<file path="config.mk">
export PLATFORM = sky130hd
export DESIGN_NAME = gpio_port_resolved
export DESIGN_NICKNAME = d
export VERILOG_FILES = /design/src/rtl/gpio_port_pkg.sv /design/src/rtl/gpio_ctrl_split.sv /design/src/rtl/gpio_resolve.sv /design/src/rtl/gpio_change_track.sv /design/src/rtl/gpio_port_resolved.sv
export SDC_FILE = /design/constraint.sdc
export NUM_CORES = 1
export LEC_CHECK = 0
export BUFFER_PORTS_ARGS = -buffer_cell sky130_fd_sc_hd__clkbuf_2
export CAP_MARGIN = 20
export CORE_MARGIN = 8
export CORE_UTILIZATION = 54
export CTS_BUF_LIST = sky130_fd_sc_hd__clkbuf_8
export CTS_CLUSTER_DIAMETER = 100
export CTS_CLUSTER_SIZE = 16
export DETAILED_ROUTE_END_ITERATION = 8
export PLACE_DENSITY = 0.83
export SYNTH_ARGS = -nofsm -noshare
export SYNTH_HDL_FRONTEND = slang
export SYNTH_SLANG_ARGS = --single-unit
</file>
<file path="constraint.sdc">
create_clock -name clk -period 2.6 [get_ports clk]
set_input_delay 0.26 -clock clk [delete_from_list [all_inputs] [get_ports clk]]
set_output_delay 0.26 -clock clk [all_outputs]
set_load 0.01 [all_outputs]
</file>
<file path="src/rtl/gpio_port_pkg.sv">
// Package: shared constants for the GPIO port.
// Assumes word addressing on the register bus.
package gpio_port_pkg;
    localparam int PIN_COUNT    = 16;
    localparam int PERIPH_COUNT = 2;
    localparam int ADDR_BITS    = 2;
    localparam int ADR_CTRL     = 0;
    localparam int ADR_DATA     = 1;
    localparam int ADR_INTCTL   = 2;
endpackage

</file>
<file path="src/rtl/gpio_ctrl_split.sv">
// Splits the interleaved control word into per-pin output-enable and
// pull-up vectors. Even bits are enables, odd bits are pull-ups.
module gpio_ctrl_split #(
    parameter int PINS = 16
) (
    input  logic [2*PINS-1:0] ctrl,
    output logic [PINS-1:0]   dir_en,
    output logic [PINS-1:0]   pull_en
);
    // Purpose: route bit 2n to enable n and bit 2n+1 to pull-up n.
    for (genvar n = 0; n < PINS; n++) begin : g_pin
        assign dir_en[n]  = ctrl[2*n];
        assign pull_en[n] = ctrl[2*n+1];
    end
endmodule

</file>
<file path="src/rtl/gpio_resolve.sv">
// Wired resolution of CPU drive, peripheral drive and pull-ups.
// Purely combinational; assumes drivers never fight (the levels are ORed).
module gpio_resolve #(
    parameter int PINS = 16
) (
    input  logic [PINS-1:0] cpu_dir,
    input  logic [PINS-1:0] cpu_val,
    input  logic [PINS-1:0] per_dir,
    input  logic [PINS-1:0] per_val,
    input  logic [PINS-1:0] pull_en,
    output logic [PINS-1:0] level
);
    // Purpose: combine the three sources into the pin level.
    always_comb begin
        level = (cpu_dir & cpu_val)
              | (per_dir & per_val)
              | (~(cpu_dir | per_dir) & pull_en);
    end
endmodule

</file>
<file path="src/rtl/gpio_change_track.sv">
// Registers the change pulse, change mask and per-peripheral notify lines
// for a pin-affecting write. Assumes the before/after levels come from
// the same cycle as the write strobe.
module gpio_change_track #(
    parameter int PINS = 16,
    parameter int NPER = 2
) (
    input  logic             clk,
    input  logic             rst_n,
    input  logic             upd,
    input  logic [PINS-1:0]  lvl_before,
    input  logic [PINS-1:0]  lvl_after,
    input  logic [NPER*PINS-1:0] trig_mask,
    output logic             chg_pulse,
    output logic [PINS-1:0]  chg_mask,
    output logic [NPER-1:0]  notify
);
    logic [PINS-1:0] diff;
    logic [NPER-1:0] hit;

    // Purpose: XOR of the levels around the write.
    assign diff = upd ? (lvl_before ^ lvl_after) : '0;

    // Purpose: per-peripheral overlap of trigger mask with the change.
    for (genvar i = 0; i < NPER; i++) begin : g_per
        assign hit[i] = |(trig_mask[i*PINS +: PINS] & diff);
    end

    // Purpose: register the indication for exactly one cycle.
    always_ff @(posedge clk) begin
        if (!rst_n) begin
            chg_pulse <= 1'b0;
            chg_mask  <= '0;
            notify    <= '0;
        end else begin
            chg_pulse <= |diff;
            chg_mask  <= diff;
            notify    <= hit;
        end
    end
endmodule

</file>
<file path="src/rtl/gpio_port_resolved.sv">
// GPIO port top: register file, resolution of current and post-write
// levels, change tracking and registered read data.
// Assumes peripheral inputs are stable across a register write cycle.
module gpio_port_resolved #(
    parameter int PINS   = gpio_port_pkg::PIN_COUNT,
    parameter int NPER   = gpio_port_pkg::PERIPH_COUNT,
    parameter int ADDR_W = gpio_port_pkg::ADDR_BITS
) (
    input  logic                 clk,
    input  logic                 rst_n,
    input  logic                 bus_valid,
    input  logic                 bus_write,
    input  logic [ADDR_W-1:0]    bus_addr,
    input  logic [2*PINS-1:0]    bus_wdata,
    output logic [2*PINS-1:0]    bus_rdata,
    input  logic [PINS-1:0]      periph_dir,
    input  logic [PINS-1:0]      periph_val,
    input  logic [NPER*PINS-1:0] trig_mask,
    output logic [PINS-1:0]      pins,
    output logic                 chg_pulse,
    output logic [PINS-1:0]      chg_mask,
    output logic [NPER-1:0]      notify
);
    localparam int CTRL_W = 2 * PINS;
    localparam logic [ADDR_W-1:0] A_CTRL = ADDR_W'(gpio_port_pkg::ADR_CTRL);
    localparam logic [ADDR_W-1:0] A_DATA = ADDR_W'(gpio_port_pkg::ADR_DATA);
    localparam logic [ADDR_W-1:0] A_ICTL = ADDR_W'(gpio_port_pkg::ADR_INTCTL);

    logic [CTRL_W-1:0] ctrl_q, ctrl_nx;
    logic [PINS-1:0]   data_q, data_nx;
    logic [PINS-1:0]   intctl_q;
    logic [PINS-1:0]   cur_dir, cur_pull, nx_dir, nx_pull, nx_level;
    logic              wr_ctrl, wr_data, wr_ictl, rd_any;

    // Purpose: decode the bus strobe into per-register write enables.
    always_comb begin
        wr_ctrl = bus_valid && bus_write && (bus_addr == A_CTRL);
        wr_data = bus_valid && bus_write && (bus_addr == A_DATA);
        wr_ictl = bus_valid && bus_write && (bus_addr == A_ICTL);
        rd_any  = bus_valid && !bus_write;
    end

    // Purpose: register contents as they will be after this cycle.
    always_comb begin
        ctrl_nx = wr_ctrl ? bus_wdata : ctrl_q;
        data_nx = wr_data ? bus_wdata[PINS-1:0] : data_q;
    end

    gpio_ctrl_split #(.PINS(PINS)) u_split_cur (
        .ctrl(ctrl_q), .dir_en(cur_dir), .pull_en(cur_pull)
    );
    gpio_ctrl_split #(.PINS(PINS)) u_split_nx (
        .ctrl(ctrl_nx), .dir_en(nx_dir), .pull_en(nx_pull)
    );

    gpio_resolve #(.PINS(PINS)) u_res_cur (
        .cpu_dir(cur_dir), .cpu_val(data_q),
        .per_dir(periph_dir), .per_val(periph_val),
        .pull_en(cur_pull), .level(pins)
    );
    gpio_resolve #(.PINS(PINS)) u_res_nx (
        .cpu_dir(nx_dir), .cpu_val(data_nx),
        .per_dir(periph_dir), .per_val(periph_val),
        .pull_en(nx_pull), .level(nx_level)
    );

    gpio_change_track #(.PINS(PINS), .NPER(NPER)) u_track (
        .clk(clk), .rst_n(rst_n), .upd(wr_ctrl || wr_data),
        .lvl_before(pins), .lvl_after(nx_level), .trig_mask(trig_mask),
        .chg_pulse(chg_pulse), .chg_mask(chg_mask), .notify(notify)
    );

    // Purpose: hold the software-visible registers.
    always_ff @(posedge clk) begin
        if (!rst_n) begin
            ctrl_q   <= '0;
            data_q   <= '0;
            intctl_q <= '0;
        end else begin
            ctrl_q <= ctrl_nx;
            data_q <= data_nx;
            if (wr_ictl) intctl_q <= bus_wdata[PINS-1:0];
        end
    end

    // Purpose: registered read mux; data reads return resolved levels.
    always_ff @(posedge clk) begin
        if (!rst_n) begin
            bus_rdata <= '0;
        end else if (rd_any) begin
            if (bus_addr == A_CTRL)      bus_rdata <= ctrl_q;
            else if (bus_addr == A_DATA) bus_rdata <= CTRL_W'(pins);
            else if (bus_addr == A_ICTL) bus_rdata <= CTRL_W'(intctl_q);
            else                         bus_rdata <= '0;
        end
    end
endmodule

</file>
# After elaboration in Yosys (flattened, before gate mapping)
# Cells that the tools add are included.
[op_classes]
n_eq_ne = 2
mux = 6
n_bitwise = 16
reduce_logical = 11
[ops]
columns = ["operator", "count"]
rows = [
  ["16-bit bitwise AND", 7],
  ["16-bit OR", 6],
  ["16-bit 2-to-1 mux", 4],
  ["32-bit 2-to-1 mux", 2],
  ["16-bit OR reduction", 3],
  ["16-bit NOT", 2],
  ["16-bit XOR", 1],
  ["1-bit logical AND", 5],
  ["2-bit by 1-bit equality test with 1-bit output, second input constant", 1],
  ["2-bit equality test, second input constant", 1],
  ["2-bit zero test", 1],
  ["1-bit zero test", 1],
  ["1-bit logical OR", 1],
]
[totals]
ff_bits = 115
in_bits = 102
out_inout_bits = 67
elab_cells = 42

# Longest topological paths before layout
[logic_depth]
ltp_word = 11
depth_mapped = 10
depth_no_buf = 8

# By module
# From an unflattened synthesis, not the netlist that was laid out.
[unflattened]
hier_cells = 619
area_unflattened_um2 = 6135.9
[modules_own_cells]
columns = ["mod", "n_inst", "cells_each", "area_per_inst_um2", "seq_area_each_um2"]
rows = [
  ["gpio_port_resolved", 1, 378, 4116.4, 1921.8],
  ["gpio_change_track", 1, 113, 978.4, 380.4],
  ["gpio_resolve", 2, 32, 280.3, 0.0],
  ["gpio_ctrl_split", 2, 32, 240.2, 0.0],
]

# Worst setup path after synthesis
# No wires, ideal clock.
[synth_timing]
kind = "input -> register"
start = "input port bus_addr[1]"
end = "register u_track.notify[0]"
setup_time_ns = 0.120
arrival_time_ns = 2.161
required_time_ns = 2.480
path_slack_ns = 0.319
cell_stages = 8
n_path_buf = 0
cell_sequence = "nand3b_1 a22o_1 a211oi_1 mux2_2 a22o_1 a221oi_1 o2111ai_1 o31a_1"
[synth_via]
elab_chain_len = 11
word_cells_on_any_way = 17
cone_classes = "eq/ne: 1; mux: 3; bitwise: 8; reduce/logical: 5"
[synth_lines]
columns = ["item", "line", "text"]
rows = [
  ["start, declared", "gpio_port_resolved.sv:13", "input logic [ADDR_W-1:0] bus_addr,"],
  ["2-bit zero test", "gpio_port_resolved.sv:37", "wr_ctrl = bus_valid && bus_write && (bus_addr == A_CTRL);"],
  ["1-bit logical AND", "gpio_port_resolved.sv:37", ""],
  ["32-bit 2-to-1 mux", "gpio_port_resolved.sv:45", "ctrl_nx = wr_ctrl ? bus_wdata : ctrl_q;"],
  ["16-bit OR", "gpio_resolve.sv:17", "| (~(cpu_dir | per_dir) & pull_en);"],
  ["16-bit NOT", "gpio_resolve.sv:17", ""],
  ["16-bit bitwise AND", "gpio_resolve.sv:17", ""],
  ["16-bit OR", "gpio_resolve.sv:17", ""],
  ["16-bit XOR", "gpio_change_track.sv:22", "assign diff = upd ? (lvl_before ^ lvl_after) : '0;"],
  ["16-bit 2-to-1 mux *", "gpio_change_track.sv:22", ""],
  ["16-bit bitwise AND *", "gpio_change_track.sv:26", "assign hit[i] = |(trig_mask[i*PINS +: PINS] & diff);"],
  ["16-bit OR reduction *", "gpio_change_track.sv:26", ""],
  ["end signal, assigned", "gpio_change_track.sv:38", "notify <= hit;"],
  ["end, declared", "gpio_change_track.sv:16", "output logic [NPER-1:0] notify"],
]
# Mark *: on every way between the ends. The rest lies on a longest branch, timed or not.
# A chain may end at the register's enable or synchronous reset.

# Worst setup path in the final report
[layout_timing]
start = "register ctrl_q[16]"
end = "register u_track.notify[0]"
[layout_via]
elab_chain_len = 9
word_cells_on_any_way = 17
cone_classes = "mux: 2; bitwise: 14; reduce/logical: 1"
[layout_lines]
columns = ["item", "line", "text"]
rows = [
  ["start, declared", "gpio_port_resolved.sv:29", "logic [CTRL_W-1:0] ctrl_q, ctrl_nx;"],
  ["start signal, assigned", "gpio_port_resolved.sv:80", "ctrl_q <= ctrl_nx;"],
  ["32-bit 2-to-1 mux", "gpio_port_resolved.sv:45", ""],
  ["16-bit OR", "gpio_resolve.sv:17", ""],
  ["16-bit NOT", "gpio_resolve.sv:17", ""],
  ["16-bit bitwise AND", "gpio_resolve.sv:17", ""],
  ["16-bit OR", "gpio_resolve.sv:17", ""],
  ["16-bit XOR *", "gpio_change_track.sv:22", ""],
  ["16-bit 2-to-1 mux *", "gpio_change_track.sv:22", ""],
  ["16-bit bitwise AND *", "gpio_change_track.sv:26", ""],
  ["16-bit OR reduction *", "gpio_change_track.sv:26", ""],
]
# Marks and branches as above.

==> flow_summary_export.csv <==
group,metric,value,unit
outcome,status,"finished, final reports clean",
synth,syn_inst,688,
sta,period_needed,2.34,ns
pwr,p_comb_share,14.9,%
placement,io_buffer_count,168,
die,dieArea,14200,sq um
global_route,grt_usage,26.1,%
setup_path,slowest_stage,"dfxtp_1",
routing,route.detailed.wl_per_inst,19.0,um
cts,cts-hold-fix-buffers,0,
routing,drc,0,
routing,dr.pass1.iters,7,
setup_path,critPathMaxFanout,5,
global_route,grt_max_degree,101,
pwr,ir_worst_vdd,311,uV
synth,yosysSeqAreaShare,39.9,%
cts,insertion_delay,0.44,ns
cts,clockBufferDepth,2,
pwr,p_sw,1.06,mW
routing,routed_via_density,6.03,
cts,clock_sinks,115,
placement,dp_cells,973,
routing,dr.first_iter.drc_count,670,
sta,timing.clock.skew,0.0102,ns
setup_path,crit_path_end_kind,"flip-flop",
cells_and_area,area_delta_synth_final,25.1,%
sta,tightest_slew,0.638,ns
setup_path,cp-startpoint,"ctrl_q[16]",
setup_path,r2r_start,"ctrl_q[16]",
cts,htree_levels,4,
placement,gp_congestion,0.906,
synth,avgSynthCellArea,8.39,sq um
global_route,grt_pass1_vias,5895,
min_path,holdCritPathClass,"input pin to flip-flop",
pwr,powerDensity,555,nW/um^2
routing,vias,6046,
flow_run,cap_violations,0,
sta,setup_violations,0,
setup_path,worstSetupStartpointType,"flip-flop",
pwr,finalPower,4.01,mW
pwr,p_int,2.94,mW
pwr,pwr-share-clk,39.3,%
synth,synth_cell_types,56,
die,start_util,55.6,%
global_route,overflow,0,
cells_and_area,layout_common_cells,"nand2_1, clkbuf_2, dfxtp_1",
sta,grt_setup_unrepaired,"false",
synth,syn-num-nets,790,
cts,cts_tree,"done",
die,die_x,119,um
die,rows,37,
pwr,seq_power_share,45.8,%
sta,max_slew_margin,56.9,%
synth,yosysWarningCount,0,
global_route,antenna_found_initial,0,
setup_path,crit_type,"flip-flop to flip-flop",
sta,finalMaxSlewViolations,0,
sta,clock.fmax,427,MHz
cells_and_area,fin_area,7220,sq um
cells_and_area,mostFrequentLayoutCell,"nand2_1",
die,chipHeight,119,um
cts,cts_root_buffer,"clkbuf_8",
setup_path,cp_cell_sequence,"nor2_1, a221oi_2, a31oi_1, mux2_2, a22o_1, a221oi_1, o2111ai_1, o31a_1",
synth,ys_async_sr_fraction,0,%
synth,synth_flop_cell,"dfxtp_1",
sta,fin_crit_sh,90.0,%
setup_path,critPathArrivalTime,2.67,ns
routing,drtAntennaViolNets,0,
synth,syn_area,5770,sq um
setup_path,critical_path_required,2.93,ns
synth,ys_seq_elements,115,
setup_path,slowest_delay,0.44,ns
die,ios,169,
cells_and_area,n_antenna_cell,0,
die,core_region_area,10400,sq um
cells_and_area,drive_gt1_share,26.6,%
sta,hold_violations,0,
cts,clk_pin_slew,0.07,ns
placement,place_area,6840,sq um
routing,wirelength,19000,um
sta,setup-tns-final,0,ns
pwr,swShare,26.5,%
pwr,leakage,3.06,nW
synth,synth_edf_count,0,
placement,dp_hpwl,14100,um
cells_and_area,final_cell_count_no_fill,1002,
cells_and_area,layout.nets,958,
cts,post_cts_buffers,0,
min_path,hold_path_startpoint,"bus_wdata[19]",
global_route,grt_pass1_wl,29900,um
cts,cts_buffers,17,
[synth_stat cells (all sizes together), types with 5 or more instances]
master  number  area, sq um
a22oi       23          173
o21ai        7         35.0
nand4        5         31.3
mux2i       15          150
o211ai      21          158
dfxtp      115         2300
a21boi      69          518
buf         14         73.8
nand3b       6         45.0
clkbuf      31          116
a32oi        6         52.6
nand3       10         50.1
o211a       16          160
nand2      174          653
xnor2       10         87.6
a211oi       6         50.1
a22o         8         70.1
nor2        20         75.1
nor3b       10         75.1
a21oi        8         40.0
xor2         5         43.8
inv         11         41.3
a221o        8         80.1
nand2b       8         50.1
nor2b       30          188
[critical path, delay by kind of cell (launching register included)]
kind	cells	cell delay (ns)
and+or+nand+nor	1	0.11
muxes	1	0.33
AOI/OAI and AO/OA	6	1.36
DFF	1	0.44
[final cells by class]
type | count | area [sq um]
Clock buffer | 23 | 317
Clock inverter | 6 | 55.1
Fill cell | 850 | 3150
Inverter | 11 | 41.3
Multi-Input combinational cell | 517 | 3240
Sequential cell | 115 | 2300
Tap cell | 136 | 170
Timing Repair Buffer | 194 | 1090
[power groups by stage]
stage | combinational [mW] | clock [mW] | sequential [mW]
after floorplan | 0.297 | 0 | 1.88
after global placement | 0.574 | 0 | 1.87
after detailed placement | 0.582 | 0 | 1.87
after CTS | 0.586 | 1.59 | 1.83
after global routing | 0.636 | 1.66 | 1.84
final | 0.595 | 1.58 | 1.84
[flip-flops by register name (all words and copies together), names as in the netlist]
| register | flops |
|---|---|
| data_q | 16 |
| u_track.chg_pulse | 1 |
| ctrl_q | 32 |
| bus_rdata | 32 |
| intctl_q | 16 |
| u_track.chg_mask | 16 |
| u_track.notify | 2 |
[timing repair]
item                                   in CTS  in global routing
endpoints found under the hold margin       0                  0
gates resized for setup                     0                  1
setup endpoints to repair                   0                  1
[routing by layer]
metal | global-route usage (%) | wire, um | vias to the layer above | part of all wire (%)
met3 | 8.17 | 1920 | 53 | 10
met4 | 13.7 | 669 | 0 | 3.5
li1 | - | - | 2803 | -
met1 | 29.3 | 7430 | 2860 | 39
met2 | 43.6 | 8980 | 330 | 47
met5 | 0 | 0 | - | 0
[through the flow]
stage	setup WS [ns]	utilization (%)	hold slack, ns
6_report	0.260	69.6	0.0625
5_1_grt	0.0906	69.6	0.0596
4_1_cts	0.143	69.5	0.0355
3_5_place_dp	0.0725	65.9	0.457
3_3_place_gp	0.0905	65.9	0.449
2_1_floorplan	0.319	-	0.405
[final timing paths]
kind	to	slack [ns]	cells after the start
worst min-delay path	ctrl_q[19]	0.06	3
worst max-delay path	u_track.notify[0]	0.26	8
worst min register to register	intctl_q[9]	0.46	2
worst max register to register	u_track.notify[0]	0.26	8
[kinds of logic (layout without fill, tap and decap cells)]
group / after synthesis / count (layout) / synth area share [%]
simple gates: 282 / 282 / 22.9
compound gates: 204 / 204 / 28.1
flops: 115 / 115 / 39.9
buf+inv: 56 / 234 / 4.01
mux: 16 / 16 / 2.80
xor+xnor: 15 / 15 / 2.28
No activity file was read; power rests on OpenSTA's default activity.
